==> src/rtl/irq_pkg.sv <==
package irq_pkg;
    localparam int NSRC    = 6;
    localparam int BIT_BTN = 0;
    localparam int BIT_TXE = 1;
    localparam int BIT_RXN = 2;
    localparam int BIT_CNT = 3;
    localparam int BIT_TMR = 4;
    localparam int BIT_CHG = 5;
    localparam logic [NSRC-1:0] EVT_MASK =
        (NSRC'(1) << BIT_BTN) | (NSRC'(1) << BIT_CNT) |
        (NSRC'(1) << BIT_TMR) | (NSRC'(1) << BIT_CHG);

    typedef struct packed {
        logic [NSRC-1:0] en;
        logic [NSRC-1:0] pend;
    } irq_regs_t;
endpackage

==> src/rtl/irq_sync.sv <==
module irq_sync #(
    parameter int STAGES = 2
) (
    input  logic clk,
    input  logic rst_n,
    input  logic din,
    output logic dout
);
    logic [STAGES-1:0] sync_d, sync_q;

    generate
        if (STAGES == 1) begin : g_one
            always_comb sync_d = din;
        end else begin : g_many
            always_comb sync_d = {sync_q[STAGES-2:0], din};
        end
    endgenerate

    always_ff @(posedge clk) begin
        if (!rst_n) sync_q <= '0;
        else        sync_q <= sync_d;
    end

    assign dout = sync_q[STAGES-1];
endmodule

==> src/rtl/irq_rise.sv <==
module irq_rise #(
    parameter int W = 1
) (
    input  logic         clk,
    input  logic         rst_n,
    input  logic [W-1:0] din,
    output logic [W-1:0] rise
);
    logic [W-1:0] prev_d, prev_q;

    always_comb begin
        prev_d = din;
        rise   = din & ~prev_q;
    end

    always_ff @(posedge clk) begin
        if (!rst_n) prev_q <= '0;
        else        prev_q <= prev_d;
    end
endmodule

==> src/rtl/irq_chg.sv <==
module irq_chg #(
    parameter int W = 16
) (
    input  logic         clk,
    input  logic         rst_n,
    input  logic [W-1:0] din,
    output logic         chg
);
    typedef struct packed {
        logic [W-1:0] prev;
        logic         armed;
    } chg_st_t;

    chg_st_t st_d, st_q;

    always_comb begin
        st_d.prev  = din;
        st_d.armed = 1'b1;
        chg        = st_q.armed && (din != st_q.prev);
    end

    always_ff @(posedge clk) begin
        if (!rst_n) st_q <= '0;
        else        st_q <= st_d;
    end
endmodule

==> src/rtl/irq_six_top.sv <==
module irq_six_top
    import irq_pkg::*;
#(
    parameter int GPIO_W      = 16,
    parameter int SYNC_STAGES = 2
) (
    input  logic              clk,
    input  logic              rst_n,
    input  logic              btn_raw,
    input  logic              tx_empty,
    input  logic              rx_nonempty,
    input  logic              cnt_zero,
    input  logic              tmr_zero,
    input  logic [GPIO_W-1:0] gpin,
    input  logic              wr_en,
    input  logic              addr,
    input  logic [NSRC-1:0]   wdata,
    output logic [NSRC-1:0]   rdata,
    output logic              irq
);
    logic            btn_s, btn_r, gp_chg;
    logic [1:0]      zero_r;
    logic [NSRC-1:0] evt, clr, view;
    irq_regs_t       r_d, r_q;

    irq_sync #(.STAGES(SYNC_STAGES)) u_bsync (
        .clk(clk), .rst_n(rst_n), .din(btn_raw), .dout(btn_s));
    irq_rise #(.W(1)) u_brise (
        .clk(clk), .rst_n(rst_n), .din(btn_s), .rise(btn_r));
    irq_rise #(.W(2)) u_zrise (
        .clk(clk), .rst_n(rst_n), .din({tmr_zero, cnt_zero}), .rise(zero_r));
    irq_chg #(.W(GPIO_W)) u_chg (
        .clk(clk), .rst_n(rst_n), .din(gpin), .chg(gp_chg));

    always_comb begin
        evt          = '0;
        evt[BIT_BTN] = btn_r;
        evt[BIT_CNT] = zero_r[0];
        evt[BIT_TMR] = zero_r[1];
        evt[BIT_CHG] = gp_chg;

        clr   = (wr_en && addr) ? (wdata & EVT_MASK) : '0;
        r_d.en   = (wr_en && !addr) ? wdata : r_q.en;
        r_d.pend = ((r_q.pend & ~clr) | evt) & EVT_MASK;

        view          = r_q.pend;
        view[BIT_TXE] = tx_empty;
        view[BIT_RXN] = rx_nonempty;

        rdata = addr ? view : r_q.en;
        irq   = |(view & r_q.en);
    end

    always_ff @(posedge clk) begin
        if (!rst_n) r_q <= '0;
        else        r_q <= r_d;
    end

    AST_EN_LOAD: assert property (@(posedge clk) disable iff (!rst_n)
        (wr_en && !addr) |=> (r_q.en == $past(wdata)));
    AST_IRQ_NEEDS_EN: assert property (@(posedge clk) disable iff (!rst_n)
        irq |-> (|r_q.en));
    AST_LEVEL_NOT_HELD: assert property (@(posedge clk) disable iff (!rst_n)
        1'b1 |=> (r_q.pend[BIT_TXE] == 1'b0 && r_q.pend[BIT_RXN] == 1'b0));

    genvar gi;
    generate
        for (gi = 0; gi < NSRC; gi++) begin : g_ast
            if (EVT_MASK[gi]) begin : g_evt
                AST_EVT_SETS: assert property (@(posedge clk) disable iff (!rst_n)
                    evt[gi] |=> r_q.pend[gi]);
                AST_PEND_STICKY: assert property (@(posedge clk) disable iff (!rst_n)
                    (r_q.pend[gi] && !(wr_en && addr && wdata[gi])) |=> r_q.pend[gi]);
            end
        end
    endgenerate
endmodule

==> config.mk <==
export PLATFORM = sky130hd
export DESIGN_NAME = irq_six_top
export DESIGN_NICKNAME = d
export VERILOG_FILES = /design/src/rtl/irq_pkg.sv /design/src/rtl/irq_sync.sv /design/src/rtl/irq_rise.sv /design/src/rtl/irq_chg.sv /design/src/rtl/irq_six_top.sv
export SDC_FILE = /design/constraint.sdc
export NUM_CORES = 1
export LEC_CHECK = 0
export ABC_AREA = 1
export BUFFER_PORTS_ARGS = -buffer_cell sky130_fd_sc_hd__buf_4
export CAP_MARGIN = 20
export CORE_AREA = 2 2 46 91
export CTS_CLUSTER_DIAMETER = 50
export DETAILED_ROUTE_END_ITERATION = 8
export DIE_AREA = 0 0 48 93
export GPL_ROUTABILITY_DRIVEN = 1
export MAX_ROUTING_LAYER = met4
export SYNTH_ARGS = -nofsm -noshare
export SYNTH_HDL_FRONTEND = slang
export SYNTH_HIERARCHICAL = 1
export SYNTH_SLANG_ARGS = --single-unit
==> constraint.sdc <==
create_clock -name clk -period 1.45 [get_ports clk]
set_input_delay 0.29 -clock clk [delete_from_list [all_inputs] [get_ports clk]]
set_output_delay 0.29 -clock clk [all_outputs]
set_load 0.005 [all_outputs]
Yosys cells after proc, flatten, opt, wreduce, memory -nomap -nowiden
Cells that the tools add are included.
Storage, ports and cells
  register bits after elaboration: 34
  bits of input ports: 31
  output and inout port bits: 7
  word-level logic and storage cells: 25
Cells by class
  equal/unequal tests: 1
  mux-type cells: 3
  bitwise gates (word level): 8
  reduce and logical (&&, ||, !) cells: 5
Operators by type and width (number)
  16-bit inequality test: 1
  6-bit bitwise AND: 2
  6-bit 2-to-1 mux: 2
  6-bit inverter: 1
  6-bit bitwise OR: 1
  6-bit OR reduction: 1
  1-bit logical AND: 3
  2-bit bitwise AND: 1
  2-bit inverter: 1
  1-bit bitwise AND: 1
  1-bit zero test: 1
  1-bit 2-to-1 mux: 1
  1-bit inverter: 1

Longest topological paths before layout
  depth in word-level cells: 5
  mapped depth: 9
  gate-level depth less buffers: 9

Hierarchy
The synthesis kept the hierarchy.
By module, submodules not included
  irq_chg: times used 1, cells an instance 138, area each 805.8 um^2, seq. area each 340.3 um^2
  irq_six_top: times used 1, cells an instance 77, area each 484.2 um^2, seq. area each 200.2 um^2
  irq_rise (u_zrise): times used 1, cells an instance 10, area each 75.1 um^2, seq. area each 40.0 um^2
  irq_sync: times used 1, cells an instance 6, area each 55.1 um^2, seq. area each 40.0 um^2
  irq_rise (u_brise): times used 1, cells an instance 5, area each 37.5 um^2, seq. area each 20.0 um^2

Worst setup path after synthesis
OpenSTA, ideal clock, no wires.
  kind: register to register
  from: register u_chg/st_q[3] in the netlist's numbering
  to: register r_q[5] in the netlist's numbering
  setup time: 0.116 ns
  arrival time: 0.794 ns
  data required time: 1.334 ns
  setup slack: 0.540 ns
  cell stages (with the launch flop): 10
  path buffers: 0
  period minus slack after synthesis: 0.910 ns
  cell sequence: dfxtp_1 -> inv_1 -> nand2_1 -> nand2_1 -> nor2_1 -> nand2_1 -> nor2_1 -> a21oi_1 -> inv_1 -> a21oi_1
On the way
  cells in the longest elaborated chain, start to end: 3
Ends and longest elaborated chain
  start: declaration: line irq_chg.sv:14  | chg_st_t st_d, st_q;
  start signal: assignment: line irq_chg.sv:24  | else st_q <= st_d;
  16-bit inequality test: line irq_chg.sv:19  | chg = st_q.armed && (din != st_q.prev);
  1-bit logical AND: line irq_chg.sv:19
  named net gp_chg: line irq_six_top.sv:21  | logic btn_s, btn_r, gp_chg;
  6-bit bitwise OR: line irq_six_top.sv:44  | r_d.pend = ((r_q.pend & ~clr) | evt) & EVT_MASK;
  end signal: assignment: line irq_six_top.sv:56  | else r_q <= r_d;
  end: declaration: line irq_six_top.sv:24  | irq_regs_t r_d, r_q;
The timed path passes the listed nets, and every way through them passes these cells.
A chain may end at the register's enable or synchronous reset.

Worst setup path in the final report
  from: register r_q[5] in the netlist's numbering
  to: output irq
On the way
  cells in the longest elaborated chain, start to end: 2
Ends and longest elaborated chain
  6-bit bitwise AND: line irq_six_top.sv:51  | irq = |(view & r_q.en);
  6-bit OR reduction: line irq_six_top.sv:51
  end: declaration: line irq_six_top.sv:19  | output logic irq
No other way between the ends.

==> reports/results.ini <==
[clock_network]
cts_resized=0
root_buffer=clkbuf_8
cts_setup_buffers=0
clk_pin_slew_worst_paths_ns=0.06
clockBufferDepth=2
cts_sinks=32
cts_tree=yes
hold_buffers=0
numCtsBuffers=5
cts_max_level=2
clk-insertion-delay-late_ns=0.28

[synthesis]
synth_edf_count=0
synth_mux_area_share_pct=0
synthesis.area_um2=1460
synthArstFlopShare_pct=0
yosysTopAreaCellShare_pct=43.9
synth_top_family_by_area=simple AND/OR/NAND/NOR gates
ys_warn_count=6
synth-compound-area-share_pct=3.78
syn_inst=236
synthTopCellsByCount=90 x nand2_1, 55 x inv_1, 33 x nor2_1, 32 x dfxtp_1, 6 x o21ai_0
synth_area_leaders=dfxtp_1 44%, nand2_1 23%, inv_1 14%
synth_seq_area_share_pct=43.9
yosys.area.top_type=dfxtp_1
ys_ff_latch=32
synthFlopType=dfxtp_1
syn_nets=267
synthSimpleGateAreaFrac_pct=35.5
synth_xor_area_share_pct=0.601
yosys.cell_types.count=15
syn_avg_cell_area_um2=6.18
synth_most_common_cell=nand2_1
synthAdderAreaFrac_pct=0

[power_and_ir_drop]
powerDensity_nw_per_um2=995
p_leak_uw=0.00114
peakVddDrop_mv=0.697
total_power_uw=1850

[floorplanning]
dieArea_um2=4460
ios=38
die_w_um=48
core_area_um2=3800
rows=32
die_y_um=93
start_util_pct=38.3

[min_path]
worstHoldPathType=in -> reg

[routing]
wl_per_cell_um=8.59
finalWirelength_mm=2.82
drt_iter0_markers=17
drt_first_pass_iters=4
drt.antenna.violating_nets=0
via_count=1332
drc_errors=0
via_per_inst=4.06

[global_routing]
grt_pass1_wl_mm=4.52
grt_max_degree=30
antenna_found_initial=0
grt_overflow=0
grt_use_total_pct=14.8
first_global_vias=1158

[cells_and_area]
syn_to_final_growth_pct=27.6
fin_util_pct=48.9
fin_area_um2=1860
fin_nets=308
diodes=0
drive_gt1_share_pct=17.7

[timing]
tns_ns=0
post-route-period-util_pct=92.1
hold_viol=0
setup_viol=0
fin_skew_ns=0.00492
fmax_mhz=749
max_slew_margin_pct=80.2
worst_slew_pin_slew_ns=0.297
grt_setup_unrepaired=no
timing.hold.ws_ns=0.191
slew_violations=0
min_period_ns=1.33

[setup_path]
start_kind=flop
setup.worst_path.end_class=output pin
cp_data_arrival_time_ns=1.04
cp_max_fo=3
path_class=reg -> out
crit_required_ns=1.16

[placed_design]
postPlaceCellArea_um2=1780
io_buffers=37
place_hpwl_mm=2.18
gp_congestion=0.779

[job]
maxCapViolCount=0

[run_status]
status=finished, final reports clean

-- final timing paths --
| check | cells after the start | slack (ns) | endpoint | startpoint |
|---|---|---|---|---|
| max | 5 | 0.12 | irq | r_q[5]$_SDFF_PN0_ |
| min | 3 | 0.19 | u_bsync/sync_q[0]$_SDFF_PN0_ | btn_raw |
| max reg2reg | 9 | 0.44 | r_q[5]$_SDFF_PN0_ | u_chg/st_q[16]$_SDFF_PN0_ |
| min reg2reg | 2 | 0.42 | u_bsync/sync_q[1]$_SDFF_PN0_ | u_bsync/sync_q[0]$_SDFF_PN0_ |
-- sequential cells by signal (all words and copies together) (netlist names) --
signal	cells
u_chg/st_q	17
u_brise/prev_q	1
u_bsync/sync_q	2
u_zrise/prev_q	2
r_q	10
-- critical path, cell delays in order, from the launching register on --
cell	delay, ns
dfxtp_1	0.32
nand2_1	0.09
nand2_1	0.05
nor2_1	0.10
nand3_1	0.08
buf_4	0.14
-- logic make-up (layout without fill, tap and decap cells) --
kind of cell / count (synthesis) / count (layout)
AO/OA/AOI/OAI: 11 / 11
AND/OR/NAND/NOR: 132 / 132
flip-flops: 32 / 32
buffers and inverters: 60 / 101
XOR/XNOR: 1 / 1
-- metrics by stage --
step / setup WS [ns] / instances
floorplan: 0.540 / 236
CTS: 0.0794 / 328
global placement: 0.341 / 321
detailed placement: 0.338 / 321
finish: 0.115 / 328
global route: 0.0366 / 328
-- power breakdown --
| part | total (uW) | internal (uW) | switching, uW |
|---|---|---|---|
| registers | 958 | 931 | 27.8 |
| logic | 269 | 135 | 134 |
| clock network | 622 | 325 | 297 |
-- routing by layer --
metal	up-vias	track usage, %	wire length, um	share of wire [%]
met5	-	-	0	0
met4	0	8.11	72	2.6
met3	6	4.25	144	5.1
met2	26	26.2	1510	54
met1	556	12.6	1090	39
li1	744	-	-	-
-- placed cells by master (no fill, tap or decap), types with 3 or more instances in the layout --
| cell type | count |
|---|---|
| nor2_1 | 33 |
| a21oi_1 | 5 |
| nor2_2 | 3 |
| nand2_1 | 90 |
| nand3_1 | 5 |
| dfxtp_1 | 32 |
| inv_1 | 55 |
| clkbuf_8 | 5 |
| o21ai_0 | 6 |
| buf_4 | 37 |
-- layout make-up --
class	instances	area, um2
multi-input cells	144	581
flip-flops and latches	32	641
inverters	57	219
clock inverters	1	5.00
repair buffers	37	278
fillers	421	1940
clock buffers	6	72.6
well taps	51	63.8
No activity file was read; power rests on OpenSTA's default activity.
